`config.mk`:
```
export PLATFORM = sky130hd
export DESIGN_NAME = lnk_err_csr
export DESIGN_NICKNAME = d
export VERILOG_FILES = /design/src/rtl/lnk_err_pkg.sv /design/src/rtl/lnk_seq_chk.sv /design/src/rtl/lnk_err_cap.sv /design/src/rtl/lnk_irq_ctl.sv /design/src/rtl/lnk_err_csr.sv
export SDC_FILE = /design/constraint.sdc
export NUM_CORES = 1
export LEC_CHECK = 0
export ABC_CLOCK_PERIOD_IN_PS = 2009
export BUFFER_PORTS_ARGS = -buffer_cell sky130_fd_sc_hd__buf_2
export CORE_MARGIN = 2
export CORE_UTILIZATION = 47
export CTS_BUF_LIST = sky130_fd_sc_hd__clkbuf_2 sky130_fd_sc_hd__clkbuf_4 sky130_fd_sc_hd__clkbuf_8
export DETAILED_ROUTE_END_ITERATION = 10
export GPL_TIMING_DRIVEN = 0
export PLACE_DENSITY = 0.8
export SETUP_SLACK_MARGIN = 0.05
export SYNTH_ARGS = -nofsm -noshare
export SYNTH_HDL_FRONTEND = slang
export SYNTH_SLANG_ARGS = --single-unit
```
`constraint.sdc`:
```
create_clock -name clk -period 2.01 [get_ports clk]
set_clock_uncertainty 0.2 [all_clocks]
set_input_delay 0.402 -clock clk [delete_from_list [all_inputs] [get_ports clk]]
set_output_delay 0.402 -clock clk [all_outputs]
set_load 0.1 [all_outputs]
```
`src/rtl/lnk_err_pkg.sv`:
```
package lnk_err_pkg;
    localparam int unsigned REG_W    = 32;
    localparam int unsigned NSRC     = 5;
    localparam int unsigned SRC_SEQ  = 0;
    localparam int unsigned SRC_ERR  = 1;
    localparam int unsigned SRC_RTY  = 2;
    localparam int unsigned SRC_FTL  = 3;
    localparam int unsigned SRC_ECC  = 4;
    localparam int unsigned WA_ERRRSP = 5;
    localparam int unsigned WA_STAT   = 8;
    localparam int unsigned WA_EN     = 9;
    localparam int unsigned WA_GEN    = 10;
    localparam int unsigned CUB_LSB   = 8;

    // status bit position of each source
    function automatic int unsigned src_bit(int unsigned i);
        case (i)
            0:       return 0;
            1:       return 1;
            2:       return 8;
            3:       return 13;
            default: return 14;
        endcase
    endfunction

    function automatic logic [REG_W-1:0] impl_mask();
        logic [REG_W-1:0] m;
        m = '0;
        for (int unsigned i = 0; i < NSRC; i++) m[src_bit(i)] = 1'b1;
        return m;
    endfunction
endpackage

```
`src/rtl/lnk_seq_chk.sv`:
```
module lnk_seq_chk #(
    parameter int unsigned SEQ_W     = 3,
    parameter int unsigned ERRSTAT_W = 7
) (
    input  logic                 clk,
    input  logic                 rst_n,
    input  logic                 rsp_valid,
    input  logic [SEQ_W-1:0]     rsp_seq,
    input  logic [ERRSTAT_W-1:0] rsp_errstat,
    output logic                 seq_err,
    output logic                 err_rsp
);
    typedef struct packed {
        logic             seen;
        logic [SEQ_W-1:0] exp;
    } seq_st_t;

    seq_st_t st_d, st_q;

    always_comb begin
        st_d    = st_q;
        seq_err = rsp_valid && st_q.seen && (rsp_seq != st_q.exp);
        err_rsp = rsp_valid && (|rsp_errstat);
        if (rsp_valid) begin
            st_d.seen = 1'b1;
            st_d.exp  = (st_q.seen ? st_q.exp : rsp_seq) + 1'b1;
        end
    end

    always_ff @(posedge clk) begin
        if (!rst_n) st_q <= '0;
        else        st_q <= st_d;
    end
endmodule

```
`src/rtl/lnk_err_cap.sv`:
```
module lnk_err_cap #(
    parameter int unsigned ERRSTAT_W = 7,
    parameter int unsigned CUB_W     = 3
) (
    input  logic                 clk,
    input  logic                 rst_n,
    input  logic                 err_evt,
    input  logic                 held,
    input  logic                 release_now,
    input  logic [ERRSTAT_W-1:0] errstat,
    input  logic [CUB_W-1:0]     cub,
    output logic [lnk_err_pkg::REG_W-1:0] errrsp_q
);
    import lnk_err_pkg::*;

    logic [REG_W-1:0] errrsp_d;
    logic [REG_W-1:0] fresh;
    logic             capture;

    always_comb begin
        fresh = '0;
        fresh[ERRSTAT_W-1:0]     = errstat;
        fresh[CUB_LSB +: CUB_W]  = cub;
        // a clear in the same cycle frees the register for the newcomer
        capture  = err_evt && (!held || release_now);
        errrsp_d = capture ? fresh : errrsp_q;
    end

    always_ff @(posedge clk) begin
        if (!rst_n) errrsp_q <= '0;
        else        errrsp_q <= errrsp_d;
    end
endmodule

```
`src/rtl/lnk_irq_ctl.sv`:
```
module lnk_irq_ctl #(
    parameter int unsigned NSRC = lnk_err_pkg::NSRC
) (
    input  logic                          clk,
    input  logic                          rst_n,
    input  logic [NSRC-1:0]               src_evt,
    input  logic [lnk_err_pkg::REG_W-1:0] w1c_mask,
    input  logic                          en_wr,
    input  logic                          gen_wr,
    input  logic [lnk_err_pkg::REG_W-1:0] wdata,
    output logic [lnk_err_pkg::REG_W-1:0] stat_q,
    output logic [lnk_err_pkg::REG_W-1:0] en_q,
    output logic                          gen_q,
    output logic                          irq
);
    import lnk_err_pkg::*;

    localparam logic [REG_W-1:0] MASK = impl_mask();

    typedef struct packed {
        logic [REG_W-1:0] stat;
        logic [REG_W-1:0] en;
        logic             gen;
        logic             irq;
    } irq_st_t;

    irq_st_t          st_d, st_q;
    logic [REG_W-1:0] set_vec;

    always_comb begin
        set_vec = '0;
        for (int unsigned i = 0; i < NSRC; i++) set_vec[src_bit(i)] = src_evt[i];
    end

    always_comb begin
        st_d      = st_q;
        // set beats clear
        st_d.stat = ((st_q.stat & ~w1c_mask) | set_vec) & MASK;
        if (en_wr)  st_d.en  = wdata & MASK;
        if (gen_wr) st_d.gen = wdata[0];
        st_d.irq  = st_q.gen & (|(st_q.stat & st_q.en));
    end

    always_ff @(posedge clk) begin
        if (!rst_n) st_q <= '0;
        else        st_q <= st_d;
    end

    assign stat_q = st_q.stat;
    assign en_q   = st_q.en;
    assign gen_q  = st_q.gen;
    assign irq    = st_q.irq;
endmodule

```
`src/rtl/lnk_err_csr.sv`:
```
module lnk_err_csr #(
    parameter int unsigned ADDR_W    = 4,
    parameter int unsigned SEQ_W     = 3,
    parameter int unsigned ERRSTAT_W = 7,
    parameter int unsigned CUB_W     = 3
) (
    input  logic                 clk,
    input  logic                 rst_n,
    input  logic [ADDR_W-1:0]    csr_addr,
    input  logic                 csr_wr,
    input  logic [31:0]          csr_wdata,
    output logic [31:0]          csr_rdata,
    input  logic                 rsp_valid,
    input  logic [SEQ_W-1:0]     rsp_seq,
    input  logic [ERRSTAT_W-1:0] rsp_errstat,
    input  logic [CUB_W-1:0]     rsp_cub,
    input  logic                 ev_retry_full,
    input  logic                 ev_rspq_ecc,
    input  logic                 fatal_n,
    output logic                 irq
);
    import lnk_err_pkg::*;

    localparam logic [ADDR_W-1:0] A_ERRRSP = ADDR_W'(WA_ERRRSP);
    localparam logic [ADDR_W-1:0] A_STAT   = ADDR_W'(WA_STAT);
    localparam logic [ADDR_W-1:0] A_EN     = ADDR_W'(WA_EN);
    localparam logic [ADDR_W-1:0] A_GEN    = ADDR_W'(WA_GEN);

    logic             seq_err, err_rsp;
    logic [NSRC-1:0]  src_evt;
    logic [REG_W-1:0] w1c_mask;
    logic [REG_W-1:0] stat_q, en_q, errrsp_q;
    logic             gen_q;
    logic             en_wr, gen_wr;
    logic [REG_W-1:0] rdata_d, rdata_q;

    lnk_seq_chk #(.SEQ_W(SEQ_W), .ERRSTAT_W(ERRSTAT_W)) u_seq (
        .clk(clk), .rst_n(rst_n), .rsp_valid(rsp_valid), .rsp_seq(rsp_seq),
        .rsp_errstat(rsp_errstat), .seq_err(seq_err), .err_rsp(err_rsp)
    );

    always_comb begin
        w1c_mask = (csr_wr && csr_addr == A_STAT) ? csr_wdata : '0;
        en_wr    = csr_wr && csr_addr == A_EN;
        gen_wr   = csr_wr && csr_addr == A_GEN;
        src_evt  = '0;
        src_evt[SRC_SEQ] = seq_err;
        src_evt[SRC_ERR] = err_rsp;
        src_evt[SRC_RTY] = ev_retry_full;
        src_evt[SRC_FTL] = !fatal_n;
        src_evt[SRC_ECC] = ev_rspq_ecc;
    end

    lnk_irq_ctl #(.NSRC(NSRC)) u_irq (
        .clk(clk), .rst_n(rst_n), .src_evt(src_evt), .w1c_mask(w1c_mask),
        .en_wr(en_wr), .gen_wr(gen_wr), .wdata(csr_wdata),
        .stat_q(stat_q), .en_q(en_q), .gen_q(gen_q), .irq(irq)
    );

    lnk_err_cap #(.ERRSTAT_W(ERRSTAT_W), .CUB_W(CUB_W)) u_cap (
        .clk(clk), .rst_n(rst_n), .err_evt(err_rsp),
        .held(stat_q[src_bit(SRC_ERR)]), .release_now(w1c_mask[src_bit(SRC_ERR)]),
        .errstat(rsp_errstat), .cub(rsp_cub), .errrsp_q(errrsp_q)
    );

    always_comb begin
        if      (csr_addr == A_ERRRSP) rdata_d = errrsp_q;
        else if (csr_addr == A_STAT)   rdata_d = stat_q;
        else if (csr_addr == A_EN)     rdata_d = en_q;
        else if (csr_addr == A_GEN)    rdata_d = {{(REG_W-1){1'b0}}, gen_q};
        else                           rdata_d = '0;
    end

    always_ff @(posedge clk) begin
        if (!rst_n) rdata_q <= '0;
        else        rdata_q <= rdata_d;
    end

    assign csr_rdata = rdata_q;
endmodule

```
# After elaboration in Yosys (flattened, before gate mapping)
# Index checks and enable logic that the tools add are counted.
# word_totals
register_bits	58
in_bits	56
output_inout_bits	33
# classes
n_addsub	1
eq_ne	5
muxes	6
bitwise	6
n_reduce_logical	13
# ops
operator	count
$mux W15	3
$reduce_or A32 Y1	1
$and A15 B15 Y15	2
$not A15 Y15	1
$or A15 B15 Y15	1
$eq A4 B4 Y1 const B	3
$mux W11	1
$logic_and A1 B1 Y1	7
$reduce_or A7 Y1	1
$eq A4 B3 Y1 const B	1
$add A3 B1 Y3 const B	1
$mux W3	1
$ne A3 B3 Y1	1
$logic_not A1 Y1	2
$reduce_or A2 Y1	1
$and A1 B1 Y1	1
$logic_or A1 B1 Y1	1
$mux W1	1
$not A1 Y1	1

# Depth between registers and ports, before layout
# Gate-level depths: netlist of the first run.
# logic_depth
word_depth	6
ltp_mapped	6
ltp_nobuf	6

# Hierarchy
# From an unflattened synthesis of the first run, not the netlist that was laid out.
# unflattened
cells_unflattened	421
hier_area_um2	3474.6
# by_module_without_submodules
module	instances	cells_each	area_per_inst_um2	seq_area_each_um2
lnk_err_csr	1	228	1764.2	640.6
lnk_irq_ctl	1	95	854.6	240.2
lnk_err_cap	1	68	580.6	200.2
lnk_seq_chk	1	30	275.3	80.1

# Worst setup path before layout of the first run
# OpenSTA, ideal clock, no wires.
# synth_path
path_type	input -> register
startpoint	input port rsp_errstat[3]
endpoint	register u_cap.errrsp_q[0] in the netlist's numbering
setup_time_ns	0.120
t_arrival_ns	1.476
required_ns	1.690
path_slack_ns	0.215
path_stages	5
n_path_buf	1
path_cell_list	or4_4 o41ai_4 a21oi_2 buf_6 mux2i_1
# synth_between
elab_chain_cells	3
# synth_rtl
element	line_no	text
start, declared	lnk_err_csr.sv:15	input logic [ERRSTAT_W-1:0] rsp_errstat,
$reduce_or A7 Y1	lnk_seq_chk.sv:23	err_rsp = rsp_valid && (|rsp_errstat);
$logic_and A1 B1 Y1	lnk_seq_chk.sv:23	
$logic_and A1 B1 Y1	lnk_err_cap.sv:25	capture = err_evt && (!held || release_now);
end signal, assigned	lnk_err_cap.sv:31	else errrsp_q <= errrsp_d;
end, declared	lnk_err_cap.sv:12	output logic [lnk_err_pkg::REG_W-1:0] errrsp_q
# No other way between the ends.
# A chain may end at the register's enable or synchronous reset.

# Final worst setup path of the first run
# layout_path
startpoint	register u_seq.st_q[3] in the netlist's numbering
endpoint	register u_seq.st_q[2] in the netlist's numbering
# layout_between
elab_chain_cells	2
# layout_rtl
element	line_no	text
start, declared	lnk_seq_chk.sv:18	seq_st_t st_d, st_q;
start signal, assigned	lnk_seq_chk.sv:32	else st_q <= st_d;
$mux W3	lnk_seq_chk.sv:26	st_d.exp = (st_q.seen ? st_q.exp : rsp_seq) + 1'b1;
$add A3 B1 Y3	lnk_seq_chk.sv:26	
# No other way between the ends.

==> results of run 1 <==
-- worst paths after layout --
path | startpoint | to | cells past startpoint
hold / removal | fatal_n | u_irq.stat_q[13] | 2
setup / recovery | u_seq.st_q[3] | u_seq.st_q[2] | 6
setup reg to reg | u_seq.st_q[3] | u_seq.st_q[2] | 6
hold reg to reg | u_cap.errrsp_q[3] | u_cap.errrsp_q[3] | 2
-- final cells by class --
cell class / instances / area (µm²)
Sequential cell: 38 / 761
Timing Repair Buffer: 38 / 190
Clock inverter: 1 / 5.00
Buffer: 30 / 198
Clock buffer: 7 / 90.1
Inverter: 2 / 7.51
Tap cell: 48 / 60.1
Fill cell: 328 / 1450
Multi-Input combinational cell: 129 / 875
-- metal layers --
metal | part of all wire (%) | global-route usage [%] | up-vias
li1 | - | - | 697
met2 | 48 | 29.2 | 54
met3 | 6.9 | 5.14 | 11
met5 | 0 | 0 | -
met4 | 2.0 | 5.47 | 0
met1 | 43 | 18.9 | 590
-- cell usage after synthesis, types with 2 or more instances --
cell type / number
nor2b_1: 12
xnor2_1: 4
inv_1: 2
o21a_1: 4
buf_2: 2
a21boi_0: 6
dfxtp_1: 38
clkbuf_1: 7
mux2_2: 4
a22oi_1: 4
nor2_1: 3
nand2_1: 25
buf_4: 20
and3_1: 8
mux2i_1: 22
-- registers in the layout (all words and copies together) (netlist names) --
signal and flops:
u_seq.st_q 4, u_irq.irq 1, u_irq.stat_q 5, u_cap.errrsp_q 10, u_irq.gen_q 1, u_irq.en_q 5, csr_rdata 12
-- critical path, cell delays in order (launching register included) --
cell and delay [ns]:
dfxtp_1 0.43, mux2_2 0.36, ha_1 0.23, xnor2_1 0.16, nor2_1 0.05, mux2i_1 0.12
a21boi_0 0.09
-- cells in the final DEF, fill, tap and decap left out, types with 6 or more instances in the layout --
| cell | synthesis | routed |
|---|---|---|
| buf_2 | 2 | 40 |
| dfxtp_1 | 38 | 38 |
| nand2_1 | 25 | 25 |
| mux2i_1 | 22 | 22 |
| buf_4 | 20 | 20 |
| conb_1 | 1 | 20 |
| nor2b_1 | 12 | 12 |
| and3_1 | 8 | 8 |
| clkbuf_1 | 7 | 7 |
| a21boi_0 | 6 | 6 |
| clkbuf_8 | 0 | 6 |
-- through the flow --
| stage | hold WS, ns | worst slack (ns) | util, % |
|---|---|---|---|
| floorplan | 0.225 | 0.215 | - |
| global placement | 0.238 | 0.0447 | 57.5 |
| detailed placement | 0.252 | 0.0234 | 57.5 |
| CTS | 0.0869 | 0.237 | 60.2 |
| global route | 0.0973 | 0.100 | 60.2 |
| finish | 0.0939 | 0.243 | 60.2 |
-- cells by family after synthesis --
logic type | Yosys count | synth area share, %
simple gates | 56 | 17.0
flops | 38 | 43.0
buf+inv | 32 | 11.6
mux | 26 | 15.0
compound gates | 22 | 10.5
xor+xnor | 4 | 1.98
fa+ha+maj | 1 | 0.707
other cells | 1 | 0.212
-- power breakdown --
part           internal, W  leakage, nW  switching, W
logic             0.000112        0.678      0.000257
clock network     0.000290       0.0517      0.000247
registers         0.000784        0.310     0.0000209
==> out/metrics.cfg, run 1 <==
[timing]
post-route-period-util_pct=87.9
setup_viol=0
fmax_mhz=566
fin_crit_ns=1.77
setup_tns_ns=0
hold_viol=0
slew_viol_final=0
rsz0062_at_grt=false

[placed_design]
hpwl_mm=2.40
dpl_cell_area_um2=2090
routabilityCongestion=0.737
io_buffers=38
dp.cells=285

[synthesis]
async_flop_share_pct=0
synth-edff-count=0
synthDistinctLibCells=34
syn_inst=180
yosys-top-cells-area=dfxtp_1 (43%), mux2i_1 (12%), buf_4 (8.5%)
yosys.area.top_type=dfxtp_1
yosysWarnings=0
synth-seq-area-share_pct=43.0
syn_area_um2=1770
synthFlopType=dfxtp_1
synth_seq_cells=38
yosysTopAreaCellShare_pct=43.0
avgSynthCellArea_um2=9.83

[min_path]
hold_class=in2reg

[global_routing]
grt_pass1_vias=1229
grt_usage_pct=16.6
globalRouteOverflowTotal=0
grt_first_pass_wirelength_mm=5.39
grt_max_degree=12
antenna_found_initial=0

[status]
status=finished clean

[pwr]
vdd_drop_max_mv=0.323
power.total_w=0.00171
power-per-cell-area_nw_per_um2=783
leakagePower_nw=1.04

[floorplan]
start_util_pct=48.7
rows=22
io_pins=89
core-area_um2=3630
die_h_um=65.4
die-area_um2=4270
die_width_um=65.4

[finish]
final_area_um2=2190
drive_above_1_share_pct=31.8
layoutNonFillerInstCount=293
nets=301
areaGrowthSynthToFinish_pct=23.6
antenna_cells=0

[detailed_routing]
drc=0
totalWireLength_mm=3.21
first_iter_violations=68
vias_per_cell=4.61
wl_per_cell_um=11.0
dr_total_vias=1352
ant_nets=0
first_pass_iters=8

[clock_network]
cts.htree.levels=2
cts_buffers=5
clock_latency_ns=0.29
clk_pin_slew_ns=0.07
root_buffer=clkbuf_8
cts_buffer_depth=2
cts_resized=0
hold_buffers=0
cts_setup_buffers=0
cts.sink_count=38
cts_tree=done

[flow_run]
drv_cap=0

[critical_path]
required_ns=1.98
arrival_ns=1.74
path_max_fanout=6
worst_setup_path_end_kind=flip-flop
r2r_slack_ns=0.24
critPathKind=reg2reg
cp-start-kind=flip-flop

Note: power is estimated with default switching activity, not from simulation.
==> run 2: changes to the inputs <==
--- a/config.mk
+++ b/config.mk
@@ -5,15 +5,15 @@
 export SDC_FILE = /design/constraint.sdc
 export NUM_CORES = 1
 export LEC_CHECK = 0
-export ABC_CLOCK_PERIOD_IN_PS = 2009
+export ABC_CLOCK_PERIOD_IN_PS = 1800
 export BUFFER_PORTS_ARGS = -buffer_cell sky130_fd_sc_hd__buf_2
 export CORE_MARGIN = 2
 export CORE_UTILIZATION = 47
 export CTS_BUF_LIST = sky130_fd_sc_hd__clkbuf_2 sky130_fd_sc_hd__clkbuf_4 sky130_fd_sc_hd__clkbuf_8
 export DETAILED_ROUTE_END_ITERATION = 10
-export GPL_TIMING_DRIVEN = 0
 export PLACE_DENSITY = 0.8
 export SETUP_SLACK_MARGIN = 0.05
+export SLEW_MARGIN = 0
 export SYNTH_ARGS = -nofsm -noshare
 export SYNTH_HDL_FRONTEND = slang
 export SYNTH_SLANG_ARGS = --single-unit
==> constraint.sdc (replaced) <==
create_clock -name clk -period 1.8 [get_ports clk]
set_clock_uncertainty 0.2 [all_clocks]
set_input_delay 0.36 -clock clk [delete_from_list [all_inputs] [get_ports clk]]
set_output_delay 0.36 -clock clk [all_outputs]
set_load 0.1 [all_outputs]
==> run 2 against run 1 <==
Sequential share of layout area is 1.2 points higher; global-route usage is 1.2 points lower; first-iteration DRC count is 44% lower; final cell count is 5.1% lower; via count is 3.4% lower; worst hold slack worse by 0.044 ns; highest routed layer unchanged.
==> out/metrics.cfg, run 2 (synthesis gave the netlist of run 1 again) <==
[critical_path]
worst_setup_path_end_kind=flip-flop
max_stage_delay_ns=0.54  ; +0.11 ns
path_max_fanout=10  ; +4
arrival_ns=1.64  ; -0.10 ns
required_ns=1.76  ; -0.22 ns
cp_slowest_cell=or4_4
critPathTopFamily=simple AND/OR/NAND/NOR gates
cp_num_buf_inv=1  ; +1
critPathKind=in2reg
cp-start-kind=primary input
cp_cell_sequence=buf_2 -> or4_4 -> o41ai_4 -> a21oi_4 -> mux2i_1

[finish]
nets=286  ; -5.0%
layout_commonest_cell=buf_2
areaGrowthSynthToFinish_pct=19.6
drive_above_1_share_pct=30.9  ; -0.97 points
fill_cells=328  ; unchanged
final_util_pct=58.2  ; -1.9 points
antenna_cells=0  ; unchanged
largest_register_ffs=12  ; unchanged
final_cell_mix=buf_2 (41), dfxtp_1 (37), nand2_1 (25)
layoutNonFillerInstCount=278  ; -5.1%

[clock_network]
cts.htree.levels=2  ; unchanged
hold_buffers=0  ; unchanged
cts_setup_buffers=0  ; unchanged
cts_tree=done
clock_latency_ns=0.29  ; about the same
root_buffer=clkbuf_8
cts.sink_count=38  ; unchanged
clk_pin_slew_ns=0.07  ; about the same
cts_resized=0  ; unchanged
cts_buffer_depth=2  ; unchanged
cts_buffers=5  ; unchanged

[detailed_routing]
dr_total_vias=1306  ; -3.4%
vias_per_cell=4.70  ; +1.8%
first_iter_violations=38  ; -44%
drc=0  ; unchanged
totalWireLength_mm=3.14  ; -2.3%
ant_nets=0  ; unchanged
wl_per_cell_um=11.3  ; +3.0%
first_pass_iters=4  ; -4

[floorplan]
die_h_um=65.4  ; unchanged
start_util_pct=48.7  ; unchanged
die-area_um2=4270  ; unchanged
die_width_um=65.4  ; unchanged
rows=22  ; unchanged
io_pins=89  ; unchanged
core-area_um2=3630  ; unchanged

[pwr]
leakagePower_nw=0.988  ; -5.0%
vdd_drop_max_mv=0.369  ; +14%
power-per-cell-area_nw_per_um2=937  ; +20%

[timing]
fmax_mhz=595
fin_crit_ns=1.68
rsz0062_at_grt=true
setup_viol=0  ; unchanged
setup_tns_ns=0  ; unchanged
post-route-period-util_pct=93.4
slew_viol_final=0  ; unchanged
hold_viol=0  ; unchanged

[global_routing]
antenna_found_initial=0  ; unchanged
globalRouteOverflowTotal=0  ; unchanged
grt_pass1_vias=1176  ; -4.3%
grt_usage_pct=15.3  ; -1.2 points
grt_first_pass_wirelength_mm=4.86  ; -9.7%
grt_max_degree=25  ; +13

[placed_design]
io_buffers=41  ; +7.9%
dp.cells=270  ; -5.3%
routabilityCongestion=0.778  ; +5.6%
hpwl_mm=2.43  ; +1.5%

[min_path]
hold_class=in2reg

[flow_run]
drv_cap=0  ; unchanged

[status]
status=finished clean

## run 2: cell types whose count changed in the layout (fill, tap and decap cells not counted), sizes merged
cell / delta
buf: -8
bufinv: +1
clkbuf: -9
clkinv: +1
## run 2: final timing paths
kind | from | endpoint | slack, ns | cells past startpoint
worst max-delay path | rsp_errstat[3] | u_cap.errrsp_q[10] | 0.12 | 5
worst min register to register | u_cap.errrsp_q[6] | u_cap.errrsp_q[6] | 0.25 | 2
worst max register to register | u_seq.st_q[3] | u_seq.st_q[2] | 0.14 | 6
worst min-delay path | fatal_n | u_irq.stat_q[13] | 0.05 | 2
## run 2: layer usage
layer / vias up / track usage [%] / wire length (µm)
met2: 40 / 26.9 / 1560
li1: 668 / - / -
met3: 5 / 5.65 / 196
met1: 593 / 16.0 / 1310
met4: 0 / 7.81 / 63
met5: - / 0 / 0
## run 2: worst reg2reg max path, stage by stage (launching register included)
cell and delay (ns):
dfxtp_2 0.36, mux2_2 0.35, ha_1 0.22, xnor2_1 0.16, nor2_1 0.05, mux2i_1 0.13
a21boi_1 0.08
## run 2: area by class of cell
class	count	area, µm²	share of cell area (%)
multi-input combinational	129	882	41.7
inverter	2	7.51	0.355
sequential	38	762	36.0
clock buffer	5	68.8	3.25
clock inverter	3	40.0	1.89
timing repair buffer	53	295	14.0
tap	48	60.1	2.84
## run 2: through the flow
stage               setup slack [ns]  hold slack (ns)  area, µm²  power (W)
finish                         0.120           0.0494       2120    0.00198
global route                  0.0337           0.0571       2120    0.00206
CTS                           0.0609           0.0386       2110    0.00200
detailed placement            -0.228            0.251       2000    0.00130
global placement              -0.207            0.238       2000    0.00130
floorplan                     0.0465            0.225       1840    0.00126
## run 2: where the power goes
| part | internal, W | leakage, nW | switching [W] |
|---|---|---|---|
| logic | 0.000106 | 0.619 | 0.000283 |
| registers | 0.000875 | 0.310 | 0.0000231 |
| clock network | 0.000407 | 0.0579 | 0.000288 |
| total | 0.00139 | 0.988 | 0.000594 |
